### config.mk
export PLATFORM = sky130hd
export DESIGN_NAME = early_late_pd
export DESIGN_NICKNAME = d
export VERILOG_FILES = /design/src/rtl/el_pd_pkg.sv /design/src/rtl/el_pd_history.sv /design/src/rtl/el_pd_judge.sv /design/src/rtl/el_pd_tally.sv /design/src/rtl/early_late_pd.sv
export SDC_FILE = /design/constraint.sdc
export NUM_CORES = 1
export LEC_CHECK = 0
export ABC_AREA = 1
export CAP_MARGIN = 30
export CORE_MARGIN = 2
export CORE_UTILIZATION = 68
export DETAILED_ROUTE_END_ITERATION = 10
export DONT_BUFFER_PORTS = 1
export GPL_TIMING_DRIVEN = 0
export PLACE_DENSITY_LB_ADDON = 0.25
export SLEW_MARGIN = 5
export SYNTH_ARGS = -nofsm -noshare
export SYNTH_HDL_FRONTEND = slang
export SYNTH_SLANG_ARGS = --single-unit
### constraint.sdc
create_clock -name clk -period 3.55 [get_ports clk]
set_input_delay 0.5325 -clock clk [delete_from_list [all_inputs] [get_ports clk]]
set_output_delay 0.5325 -clock clk [all_outputs]
set_load 0.005 [all_outputs]
### src/rtl/el_pd_pkg.sv
package el_pd_pkg;

  typedef enum logic [1:0] {
    PD_NONE  = 2'd0,
    PD_EARLY = 2'd1,
    PD_LATE  = 2'd2
  } pd_dir_e;

  // Direction of the clock relative to a data transition.
  function automatic pd_dir_e pd_judge(input logic prev, input logic cur, input logic edg);
    if (prev == cur)      return PD_NONE;
    else if (edg == prev) return PD_EARLY;
    else                  return PD_LATE;
  endfunction

endpackage

### src/rtl/el_pd_history.sv
module el_pd_history (
  input  logic clk,
  input  logic rst_n,
  input  logic bit_vld,
  input  logic ctr_smp,
  output logic prev_q,
  output logic primed_q
);

  always_ff @(posedge clk or negedge rst_n) begin
    if (!rst_n) begin
      prev_q   <= 1'b0;
      primed_q <= 1'b0;
    end else if (bit_vld) begin
      prev_q   <= ctr_smp;
      primed_q <= 1'b1;
    end
  end

  assert_primed_sticky_R2: assert property (@(posedge clk) disable iff (!rst_n)
    primed_q |=> primed_q);

  assert_history_tracks_R7: assert property (@(posedge clk) disable iff (!rst_n)
    bit_vld |=> (prev_q == $past(ctr_smp)));

endmodule

### src/rtl/el_pd_judge.sv
module el_pd_judge
  import el_pd_pkg::*;
(
  input  logic clk,
  input  logic rst_n,
  input  logic bit_vld,
  input  logic track_en,
  input  logic primed,
  input  logic prev_ctr,
  input  logic ctr_smp,
  input  logic edge_smp,
  output logic dec_up,
  output logic dec_dn,
  output logic pump_up,
  output logic pump_dn,
  output logic pump_idle
);

  pd_dir_e dir;
  logic    dec_act;

  assign dir     = pd_judge(prev_ctr, ctr_smp, edge_smp);
  assign dec_act = track_en & bit_vld & primed;
  assign dec_up  = dec_act & (dir == PD_LATE);
  assign dec_dn  = dec_act & (dir == PD_EARLY);

  always_ff @(posedge clk or negedge rst_n) begin
    if (!rst_n) begin
      pump_up <= 1'b0;
      pump_dn <= 1'b0;
    end else if (!track_en) begin
      pump_up <= 1'b0;
      pump_dn <= 1'b0;
    end else if (bit_vld) begin
      pump_up <= dec_up;
      pump_dn <= dec_dn;
    end
  end

  assign pump_idle = ~(pump_up | pump_dn);

  assert_pump_exclusive_R6: assert property (@(posedge clk) disable iff (!rst_n)
    !(pump_up && pump_dn));

  assert_mode_off_idle_R7: assert property (@(posedge clk) disable iff (!rst_n)
    !track_en |=> pump_idle);

  assert_hold_between_R8: assert property (@(posedge clk) disable iff (!rst_n)
    (track_en && !bit_vld) |=> ($stable(pump_up) && $stable(pump_dn)));

  assert_unprimed_idle_R2: assert property (@(posedge clk) disable iff (!rst_n)
    (bit_vld && !primed) |=> pump_idle);

  assert_no_transition_idle_R5: assert property (@(posedge clk) disable iff (!rst_n)
    (bit_vld && (ctr_smp == prev_ctr)) |=> pump_idle);

endmodule

### src/rtl/el_pd_tally.sv
module el_pd_tally #(
  parameter int TALLY_W = 16
) (
  input  logic               clk,
  input  logic               rst_n,
  input  logic               clr,
  input  logic               inc,
  output logic [TALLY_W-1:0] cnt
);

  localparam logic [TALLY_W-1:0] TOP = {TALLY_W{1'b1}};

  function automatic logic [TALLY_W-1:0] sat_next(input logic [TALLY_W-1:0] v);
    return (v == TOP) ? v : v + TALLY_W'(1);
  endfunction

  always_ff @(posedge clk or negedge rst_n) begin
    if (!rst_n)     cnt <= '0;
    else if (clr)   cnt <= '0;
    else if (inc)   cnt <= sat_next(cnt);
  end

  assert_tally_no_wrap_R9: assert property (@(posedge clk) disable iff (!rst_n)
    (cnt == TOP && !clr) |=> (cnt == TOP));

  assert_tally_clear_R10: assert property (@(posedge clk) disable iff (!rst_n)
    clr |=> (cnt == '0));

  assert_tally_idle_R9: assert property (@(posedge clk) disable iff (!rst_n)
    (!clr && !inc) |=> $stable(cnt));

endmodule

### src/rtl/early_late_pd.sv
module early_late_pd #(
  parameter int TALLY_W = 16
) (
  input  logic               clk,
  input  logic               rst_n,
  input  logic               bit_vld,
  input  logic               ctr_smp,
  input  logic               edge_smp,
  input  logic               track_en,
  input  logic               tally_clr,
  output logic               pump_up,
  output logic               pump_dn,
  output logic               pump_idle,
  output logic [TALLY_W-1:0] up_tally,
  output logic [TALLY_W-1:0] dn_tally
);

  localparam int NUM_DIR = 2;  // index 0 = raise, 1 = lower

  logic                            prev_ctr;
  logic                            primed;
  logic                            dec_up;
  logic                            dec_dn;
  logic [NUM_DIR-1:0]              dec_vec;
  logic [NUM_DIR-1:0][TALLY_W-1:0] tallies;

  el_pd_history u_hist (
    .clk      (clk),
    .rst_n    (rst_n),
    .bit_vld  (bit_vld),
    .ctr_smp  (ctr_smp),
    .prev_q   (prev_ctr),
    .primed_q (primed)
  );

  el_pd_judge u_judge (
    .clk       (clk),
    .rst_n     (rst_n),
    .bit_vld   (bit_vld),
    .track_en  (track_en),
    .primed    (primed),
    .prev_ctr  (prev_ctr),
    .ctr_smp   (ctr_smp),
    .edge_smp  (edge_smp),
    .dec_up    (dec_up),
    .dec_dn    (dec_dn),
    .pump_up   (pump_up),
    .pump_dn   (pump_dn),
    .pump_idle (pump_idle)
  );

  assign dec_vec = {dec_dn, dec_up};

  for (genvar g = 0; g < NUM_DIR; g++) begin : g_tally
    el_pd_tally #(.TALLY_W(TALLY_W)) u_tally (
      .clk   (clk),
      .rst_n (rst_n),
      .clr   (tally_clr),
      .inc   (dec_vec[g]),
      .cnt   (tallies[g])
    );
  end

  assign up_tally = tallies[0];
  assign dn_tally = tallies[1];

  assert_late_raises_R4: assert property (@(posedge clk) disable iff (!rst_n)
    dec_up |=> (pump_up && !pump_dn));

  assert_early_lowers_R3: assert property (@(posedge clk) disable iff (!rst_n)
    dec_dn |=> (pump_dn && !pump_up));

  assert_tally_off_R7: assert property (@(posedge clk) disable iff (!rst_n)
    (!track_en && !tally_clr) |=> ($stable(up_tally) && $stable(dn_tally)));

  assert_pump_idle_complement_R6: assert property (@(posedge clk) disable iff (!rst_n)
    $countones({pump_up, pump_dn, pump_idle}) == 1);

endmodule

---- Yosys cells after proc, flatten, opt, wreduce, memory -nomap -nowiden ----
Cells that the tools add are included.
cells by class
  bitwise gates (word level) .............. 6
  $add $sub $neg .......................... 2
  reductions and logical operators ........ 4
  equal/unequal tests ..................... 9
  mux-type cells .......................... 12
operators by type and width
  operator                                                         number
  16-bit two-way mux                                               6
  16-bit by 1-bit adder with 16-bit output, second input constant  2
  16-bit == test, second input constant                            2
  2-bit != test, second input constant                             3
  1-bit AND                                                        4
  1-bit two-way mux                                                4
  2-bit two-way mux                                                2
  2-bit AND reduction                                              2
  2-bit nonzero test                                               2
  1-bit == test                                                    2
  2-bit by 1-bit == test with 1-bit output, second input constant  1
  2-bit == test, second input constant                             1
  1-bit inverter                                                   1
  1-bit OR                                                         1
storage, ports and cells
  logic and storage cells ................. 39
  input port bits ......................... 7
  output and inout bits ................... 35
  bits in registers ....................... 36

---- Depth between registers and ports, before layout ----
Gate-level depths: netlist of the first run.
  word-level depth ........................ 7
  mapped depth ............................ 10
  depth with buffers taken out ............ 9

---- Hierarchy ----
Synthesis of the first run repeated with hierarchy kept, for this count alone.
second synthesis, totals
  cell total of the unflattened synthesis .. 334
  area total of the unflattened synthesis .. 2477.4 um^2
by module, submodules not included
  module         seq. area each (um^2)  instances  cells each  area each (um^2)
  el_pd_tally    400.4                  2          150         1117.3
  el_pd_judge    50.0                   1          27          171.4
  el_pd_history  50.0                   1          7           71.3

---- Least setup slack after synthesis of the first run ----
Ideal clock, no wire load.
  path type ............................... flip-flop to flip-flop
  from .................................... reg g_tally[0].u_tally.cnt[0]
  to ...................................... reg g_tally[0].u_tally.cnt[12]
  stages on the path, launching flop included .. 11
  buffers on the path ..................... 1
  clock period less this slack ............ 1.504 ns
  library setup time ...................... 0.126 ns
  slack ................................... 2.046 ns
  arrival ................................. 1.378 ns
  data required time ...................... 3.424 ns
  cells stage by stage .................... dfrtp_1 ha_1 nand2_1 nor2_1 nand2_1 clkinv_1 nand3_1 nand2_1 buf_4 nand2_1 o21ai_0
on the way
  cells in the longest elaborated chain, start to end .. 4
  elaborated cells on any way between the ends .. 7
  classes of those cells .................. add/sub: 1; eq/ne: 2; mux: 3; reduce/logical: 1
RTL lines
  item                                      RTL line           text
  start: declaration                        el_pd_tally.sv:8   output logic [TALLY_W-1:0] cnt
  start signal: assignment                  el_pd_tally.sv:20  else if (inc) cnt <= sat_next(cnt);
  16-bit by 1-bit adder with 16-bit output  el_pd_tally.sv:14  return (v == TOP) ? v : v + TALLY_W'(1);
  16-bit two-way mux                        el_pd_tally.sv:14
  16-bit two-way mux                        el_pd_tally.sv:20
  16-bit two-way mux                        el_pd_tally.sv:19  else if (clr) cnt <= '0;
Parallel ways exist; a longest one is shown, timed or not. The select of a mux whose other input is x is not followed.
A chain may end at the register's enable or synchronous reset.

---- Final worst setup path of the first run ----
  from .................................... reg g_tally[0].u_tally.cnt[0]
  to ...................................... reg g_tally[0].u_tally.cnt[11]
The elaborated chain is that of the path after synthesis.

==> results of run 1 <==
[where the power goes]
part	leakage [nW]	switching, mW	internal (mW)	total (mW)
Combinational	0.589	0.0414	0.0181	0.0595
Sequential	0.495	0.00557	0.415	0.420
Clock	0.0412	0.152	0.147	0.299
Total	1.12	0.199	0.579	0.779
[final cells by class]
class / instances / share of cell area
Sequential cell: 36 / 0.366
Clock buffer: 5 / 0.0153
Inverter: 31 / 0.0473
Buffer: 7 / 0.0224
Timing Repair Buffer: 2 / 0.0122
Clock inverter: 3 / 0.0173
Tap cell: 46 / 0.0234
Multi-Input combinational cell: 254 / 0.496
[layout by cell type (no fill, tap or decap)]
cell | synthesis | layout
a21oi_1 | 2 | 2
buf_12 | 0 | 1
buf_2 | 2 | 2
buf_4 | 2 | 2
buf_6 | 1 | 1
buf_8 | 1 | 1
bufinv_16 | 0 | 1
clkbuf_1 | 1 | 1
clkbuf_4 | 0 | 5
clkinv_1 | 1 | 1
clkinv_2 | 0 | 1
clkinvlp_4 | 0 | 1
dfrtp_1 | 36 | 36
dlygate4sd3_1 | 0 | 1
ha_1 | 2 | 2
inv_1 | 30 | 30
nand2_1 | 105 | 105
nand2_2 | 4 | 4
nand2_4 | 1 | 1
nand3_1 | 44 | 44
nand3b_1 | 1 | 1
nand4_1 | 8 | 8
nor2_1 | 41 | 41
nor2_2 | 1 | 1
nor2_4 | 3 | 3
nor3_1 | 1 | 1
o21ai_0 | 18 | 18
o21ai_1 | 1 | 1
o21ai_2 | 9 | 9
o21bai_1 | 6 | 6
or2_2 | 1 | 1
xor2_1 | 6 | 6
[per-stage QoR]
step	utilization	hold WS, ns	cells	instance area [µm²]
after CTS	0.749	0.286	384	2460
after detailed placement	0.715	0.238	374	2350
final	0.749	0.287	384	2460
after floorplan	-	0.237	328	2290
after global placement	0.715	0.238	374	2350
after global routing	0.749	0.281	384	2460
[critical path, cell delays in order, from the launching register on]
cell,delay (ns)
dfrtp_1,0.45
ha_1,0.26
nand2_1,0.10
nor2_1,0.07
nand2_1,0.12
clkinv_1,0.14
nand3_1,0.13
nand2_1,0.08
buf_4,0.18
nand2_1,0.06
o21ai_0,0.08
[cells by family after synthesis]
| logic type | synth area share |
|---|---|
| adder cells (fa/ha/maj) | 0.0109 |
| buffers and inverters | 0.0748 |
| XOR/XNOR | 0.0229 |
| AND/OR/NAND/NOR | 0.398 |
| AO/OA/AOI/OAI | 0.0999 |
| flip-flops | 0.393 |
[synthesized netlist by cell type, drive strengths merged]
| library cell | count | area [µm²] |
|---|---|---|
| a21oi | 2 | 10.0 |
| nand4 | 8 | 50.1 |
| o21bai | 6 | 45.0 |
| xor2 | 6 | 52.6 |
| inv | 30 | 113 |
| nand2 | 110 | 430 |
| nor2 | 45 | 194 |
| nand3b | 1 | 7.51 |
| ha | 2 | 25.0 |
| nor3 | 1 | 5.00 |
| o21ai | 28 | 174 |
| dfrtp | 36 | 901 |
| or2 | 1 | 6.26 |
| clkinv | 1 | 3.75 |
| buf | 6 | 51.3 |
| nand3 | 44 | 220 |
| clkbuf | 1 | 3.75 |
[state kept, by name, indices dropped and copies added (netlist names)]
signal	count
g_tally.u_tally.cnt	32
u_hist.prev_q	1
u_hist.primed_q	1
u_judge.pump_dn	1
u_judge.pump_up	1
[routing by layer]
layer,part of all wire,wire length [µm]
met1,0.46,2410
met2,0.45,2320
met3,0.076,394
met4,0.015,78
met5,0,0
[final timing paths]
| path | from | endpoint | slack (ns) | cells after the start |
|---|---|---|---|---|
| setup / recovery | g_tally[0].u_tally.cnt[0]$_DFFE_PN0P_ | g_tally[0].u_tally.cnt[11]$_DFFE_PN0P_ | 1.76 | 10 |
| hold / removal | bit_vld | u_hist.prev_q$_DFFE_PN0P_ | 0.29 | 1 |
| setup reg to reg | g_tally[0].u_tally.cnt[0]$_DFFE_PN0P_ | g_tally[0].u_tally.cnt[11]$_DFFE_PN0P_ | 1.76 | 10 |
| hold reg to reg | u_hist.primed_q$_DFFE_PN0P_ | u_hist.primed_q$_DFFE_PN0P_ | 0.49 | 2 |
| max in group asynchronous | rst_n | g_tally[0].u_tally.cnt[12]$_DFFE_PN0P_ | 2.72 | 2 |
| min in group asynchronous | rst_n | g_tally[0].u_tally.cnt[0]$_DFFE_PN0P_ | 0.63 | 2 |
==> flow_summary.yaml, run 1 <==
timing:
  fin_crit_ns: 1.79
  hold_viol: 0
  setup_viol: 0
  max_slew.worst_pin.slew_ns: 0.476
  maxSlewViolCount: 0
  rsz0062_at_grt: "no"
  fin_tns_setup_ns: 0
  finClkSkew_ns: 0.00677
  max_freq_mhz: 559
  timing.final.ws_setup_ns: 1.76
  fin_crit_sh: 0.504
  relSlewSlack: 0.683
global_route:
  grt_antenna_before_repair: 0
  grt_usage: 0.295
  grt_start_max_net_pins: 37
  grt_pass1_vias: 1875
  grt_overflow_total: 0
  grt_use_met2: 0.440
  busiest_layer: "met2"
  grtUsageMet3: 0.0870
  grt_pass1_wl_mm: 8.35
  met1_usage: 0.411
critical_path:
  cp-end-kind: "flop"
  arrival_ns: 2.03
  path_class: "reg2reg"
  worstPathMaxFanout: 10
  start_kind: "flop"
  crit_required_ns: 3.79
clocking:
  cts_tree: "yes"
  cts_buffers: 5
  clock_path_buffers: 2
  cts_sinks: 36
  cts_setup_buffers: 0
  ctsHoldBuffers: 2
  ctsResizeCount: 0
  clk_pin_slew_ns: 0.12
  htree_levels: 2
  clockRootBuffer: "clkbuf_4"
  insertion_delay_ns: 0.36
routing:
  viasPerCell: 5.68
  vias: 2183
  routed_wl_mm: 5.20
  detail-route-antenna-nets: 0
  drc_errors: 0
  first_pass_iters: 4
  initialDrtViolationCount: 155
  wl_per_cell_um: 13.5
cells_and_area:
  fillers: 274
  nNetsFinal: 346
  multi_input_area_um2: 1220
  seqCellArea_um2: 901
  drive_above_1_share: 0.101
  antennaDiodeCount: 0
  syn_to_final_growth_pct: 7.31
floorplanning:
  die_h_um: 62.1
  start_util: 0.698
  io_pins: 42
  dieArea_um2: 3850
  core_area_um2: 3280
  die_x_um: 62.1
  rows: 21
place:
  hpwl_mm: 3.74
  place.gp.congestion: 0.922
  io_buffers: 0
  pre_cts_ws_ns: 1.81
power_and_ir_drop:
  ir_drop_mv: 0.288
  p_per_area_nw_per_um2: 317
  p_leak_nw: 1.12
  p_total_uw: 779
synth:
  ys_warn_count: 0
  synth-seq-cells: 36
  synth_area_um2: 2290
  synth_nets: 337
  syn_avg_cell_area_um2: 6.99
  synth-seq-area-share: 0.393
  syn_inst: 328
  ys_types: 26
hold_path:
  hp-class: "in2reg"
run_status:
  status: "complete, no violations"
run:
  cap_violations: 0
Power figures use the tool's default switching activity.
==> run 2: changes to the inputs <==
- ABC_AREA: 1 -> 0
- CORE_UTILIZATION: 68 -> 56
- clock period: 3.55 -> 1.5 ns (I/O delays scaled with it)
==> flow_summary.yaml, run 2 <==
run_status:
  status: "finished, violations left"
  violations: "setup timing"
clocking:
  clk_pin_slew_ns: 0.11
  insertion_delay_ns: 0.36
  cts_sinks: 36
  cts_tree: "yes"
  htree_levels: 2
  clockRootBuffer: "clkbuf_4"
  cts_buffers: 5
  clock_path_buffers: 2
timing:
  timing.final.ws_setup_ns: -0.416
  fin_crit_ns: 1.92
  maxSlewViolCount: 0
  max_slew.worst_pin.slew_ns: 0.645
  hold_viol: 0
  rsz0062_at_grt: "yes"
  setup_viol: 32
  finClkSkew_ns: 0.00696
  relSlewSlack: 0.570
  max_freq_mhz: 522
  fin_crit_sh: 1.28
place:
  pre_cts_ws_ns: -0.603
  io_buffers: 0
  dpl_cell_area_um2: 2040
  place_inst: 245
  place.gp.congestion: 0.853
  hpwl_mm: 2.87
synth:
  synth_most_common_cell: "dfrtp_1"
  synth-seq-area-share: 0.472
  synth.top_cells.by_count: "dfrtp_1 (36), nor2_1 (27), xnor2_1 (14)"
  synth_top_area_cell: "dfrtp_1"
  synth_edf_count: 0
  ys_types: 46
  ys_warn_count: 0
  syn_avg_cell_area_um2: 9.60
  synth_area_um2: 1910
  ys_top_cells_by_area: "dfrtp_1 (47%), xnor2_1 (6.4%), nor2_1 (5.3%)"
  async_flop_share: 1.00
  synth-seq-cells: 36
  synth_nets: 208
  netlist.area_leader.share: 0.472
  synthFlopType: "dfrtp_1"
  syn_inst: 199
floorplanning:
  dieArea_um2: 3900
  rows: 21
  start_util: 0.577
  die_x_um: 62.4
  io_pins: 42
  core_area_um2: 3310
  die_h_um: 62.4
critical_path:
  cp_common_cell: "buf_6"
  crit_required_ns: 1.74
  r2r-start: "g_tally[0].u_tally.cnt[0]$_DFFE_PN0P_"
  cp-end-kind: "flop"
  reg2reg_to: "g_tally[0].u_tally.cnt[5]$_DFFE_PN0P_"
  worstRegToRegCells: 9
  cp_cell_sequence: "ha_4 > nand4_1 > buf_4 > buf_6 > nor4_4 > buf_6 > nor3_1 > xnor2_1 > nor2_1"
  path_class: "reg2reg"
  r2r_slack_ns: -0.42
  critical-path-max-stage-delay_ns: 0.47
  path_buf_inv: 3
  slowest_stage: "dfrtp_2"
  start_kind: "flop"
  arrival_ns: 2.16
  critPathTopFamily: "simple AND/OR/NAND/NOR gates"
  worstPathMaxFanout: 5
routing:
  detail-route-antenna-nets: 0
  initialDrtViolationCount: 67
  wl_per_cell_um: 19.4
  vias: 1683
  first_pass_iters: 4
  drc_errors: 0
  routed_wl_mm: 5.29
  viasPerCell: 6.16
global_route:
  grt_usage: 0.257
  grt_antenna_before_repair: 0
  grt_start_max_net_pins: 37
  grt_pass1_vias: 1702
  grt_pass1_wl_mm: 7.96
  grt_overflow_total: 0
cells_and_area:
  finish.utilization: 0.764
  final_cell_mix: "dfrtp_1 (28), nor2_1 (25), xnor2_1 (14)"
  syn_to_final_growth_pct: 32.4
  drive_above_1_share: 0.357
  stdcell_count: 273
  largest_reg_flops: 32
  nNetsFinal: 235
  fillers: 228
  finalInstanceArea_um2: 2530
  final_common_cell: "dfrtp_1"
  regMostFlops: "g_tally.u_tally.cnt"
  antennaDiodeCount: 0
power_and_ir_drop:
  p_total_mw: 1.69
  ir_drop_mv: 0.476
  p_leak_nw: 0.977
  p_per_area_nw_per_um2: 668
hold_path:
  holdPathStages: 1
  min_to: "u_hist.prev_q$_DFFE_PN0P_"
  min_from: "ctr_smp"
  hp-class: "in2reg"
run:
  cap_violations: 0
==> run 2: worst max path at each step <==
stage	cells after the start	slack, ns	start	end
floorplan	6	-0.26	g_tally[0].u_tally.cnt[0]$_DFFE_PN0P_	g_tally[0].u_tally.cnt[6]$_DFFE_PN0P_
global placement	6	-0.53	g_tally[0].u_tally.cnt[0]$_DFFE_PN0P_	g_tally[0].u_tally.cnt[6]$_DFFE_PN0P_
detailed placement	6	-0.60	g_tally[0].u_tally.cnt[0]$_DFFE_PN0P_	g_tally[0].u_tally.cnt[3]$_DFFE_PN0P_
CTS	6	-0.42	g_tally[0].u_tally.cnt[0]$_DFFE_PN0P_	g_tally[0].u_tally.cnt[11]$_DFFE_PN0P_
global route	9	-0.58	g_tally[0].u_tally.cnt[0]$_DFFE_PN0P_	g_tally[0].u_tally.cnt[5]$_DFFE_PN0P_
finish	9	-0.42	g_tally[0].u_tally.cnt[0]$_DFFE_PN0P_	g_tally[0].u_tally.cnt[5]$_DFFE_PN0P_
==> run 2: layout make-up <==
class                      instances  area (µm²)  share of cell area
multi-input combinational        152        1240               0.491
sequential                        36         911               0.360
timing repair buffer              21         194              0.0767
clock buffer                       8        58.8              0.0232
buffer                             8        58.8              0.0232
tap                               46        57.6              0.0227
inverter                           2        7.51             0.00297
==> run 2: metrics by stage <==
stage | hold slack [ns] | setup TNS [ns]
after global routing | 0.00896 | -11.27
after global placement | -0.0699 | -8.35
final | 0.0161 | -8.70
after detailed placement | -0.0699 | -9.71
after floorplan | -0.0706 | -3.75
after CTS | 0.0172 | -5.65
==> run 2: repair_timing <==
action	4_1_cts	5_1_grt
setup buffers	11	8
endpoints found under the setup margin	33	32
endpoints found under the hold margin	37	0
pin swaps	21	21
hold buffers	3	0
resized for setup	28	36
==> run 2: power by group <==
| part | internal (mW) | switching (mW) | total, mW | leakage [nW] |
|---|---|---|---|---|
| combinational | 0.0549 | 0.0728 | 0.128 | 0.463 |
| clock | 0.231 | 0.341 | 0.572 | 0.0326 |
| sequential | 0.978 | 0.0113 | 0.989 | 0.481 |
==> run 2: worst register-to-register path, stage by stage, from the launching register on <==
cell	delay [ns]
dfrtp_2	0.47
ha_4	0.16
nand4_1	0.13
buf_4	0.19
buf_6	0.11
nor4_4	0.26
buf_6	0.18
nor3_1	0.06
xnor2_1	0.18
nor2_1	0.06
==> run 2: kinds of logic (layout without fill, tap and decap cells) <==
group,after synthesis,after routing,share of synthesized area
adder cells (fa/ha/maj),2,2,0.0131
XOR/XNOR,19,19,0.0871
buffers and inverters,11,39,0.0229
multiplexers,3,3,0.0170
AO/OA/AOI/OAI,30,30,0.105
flip-flops,36,36,0.472
AND/OR/NAND/NOR,98,98,0.283
==> run 2: layer usage <==
layer | global-route usage | wire (µm) | vias up
met4 | 0.103 | 117 | 0
met2 | 0.449 | 2800 | 63
met5 | 0 | 0 | -
met1 | 0.296 | 2060 | 832
met3 | 0.0757 | 304 | 11
li1 | - | - | 777
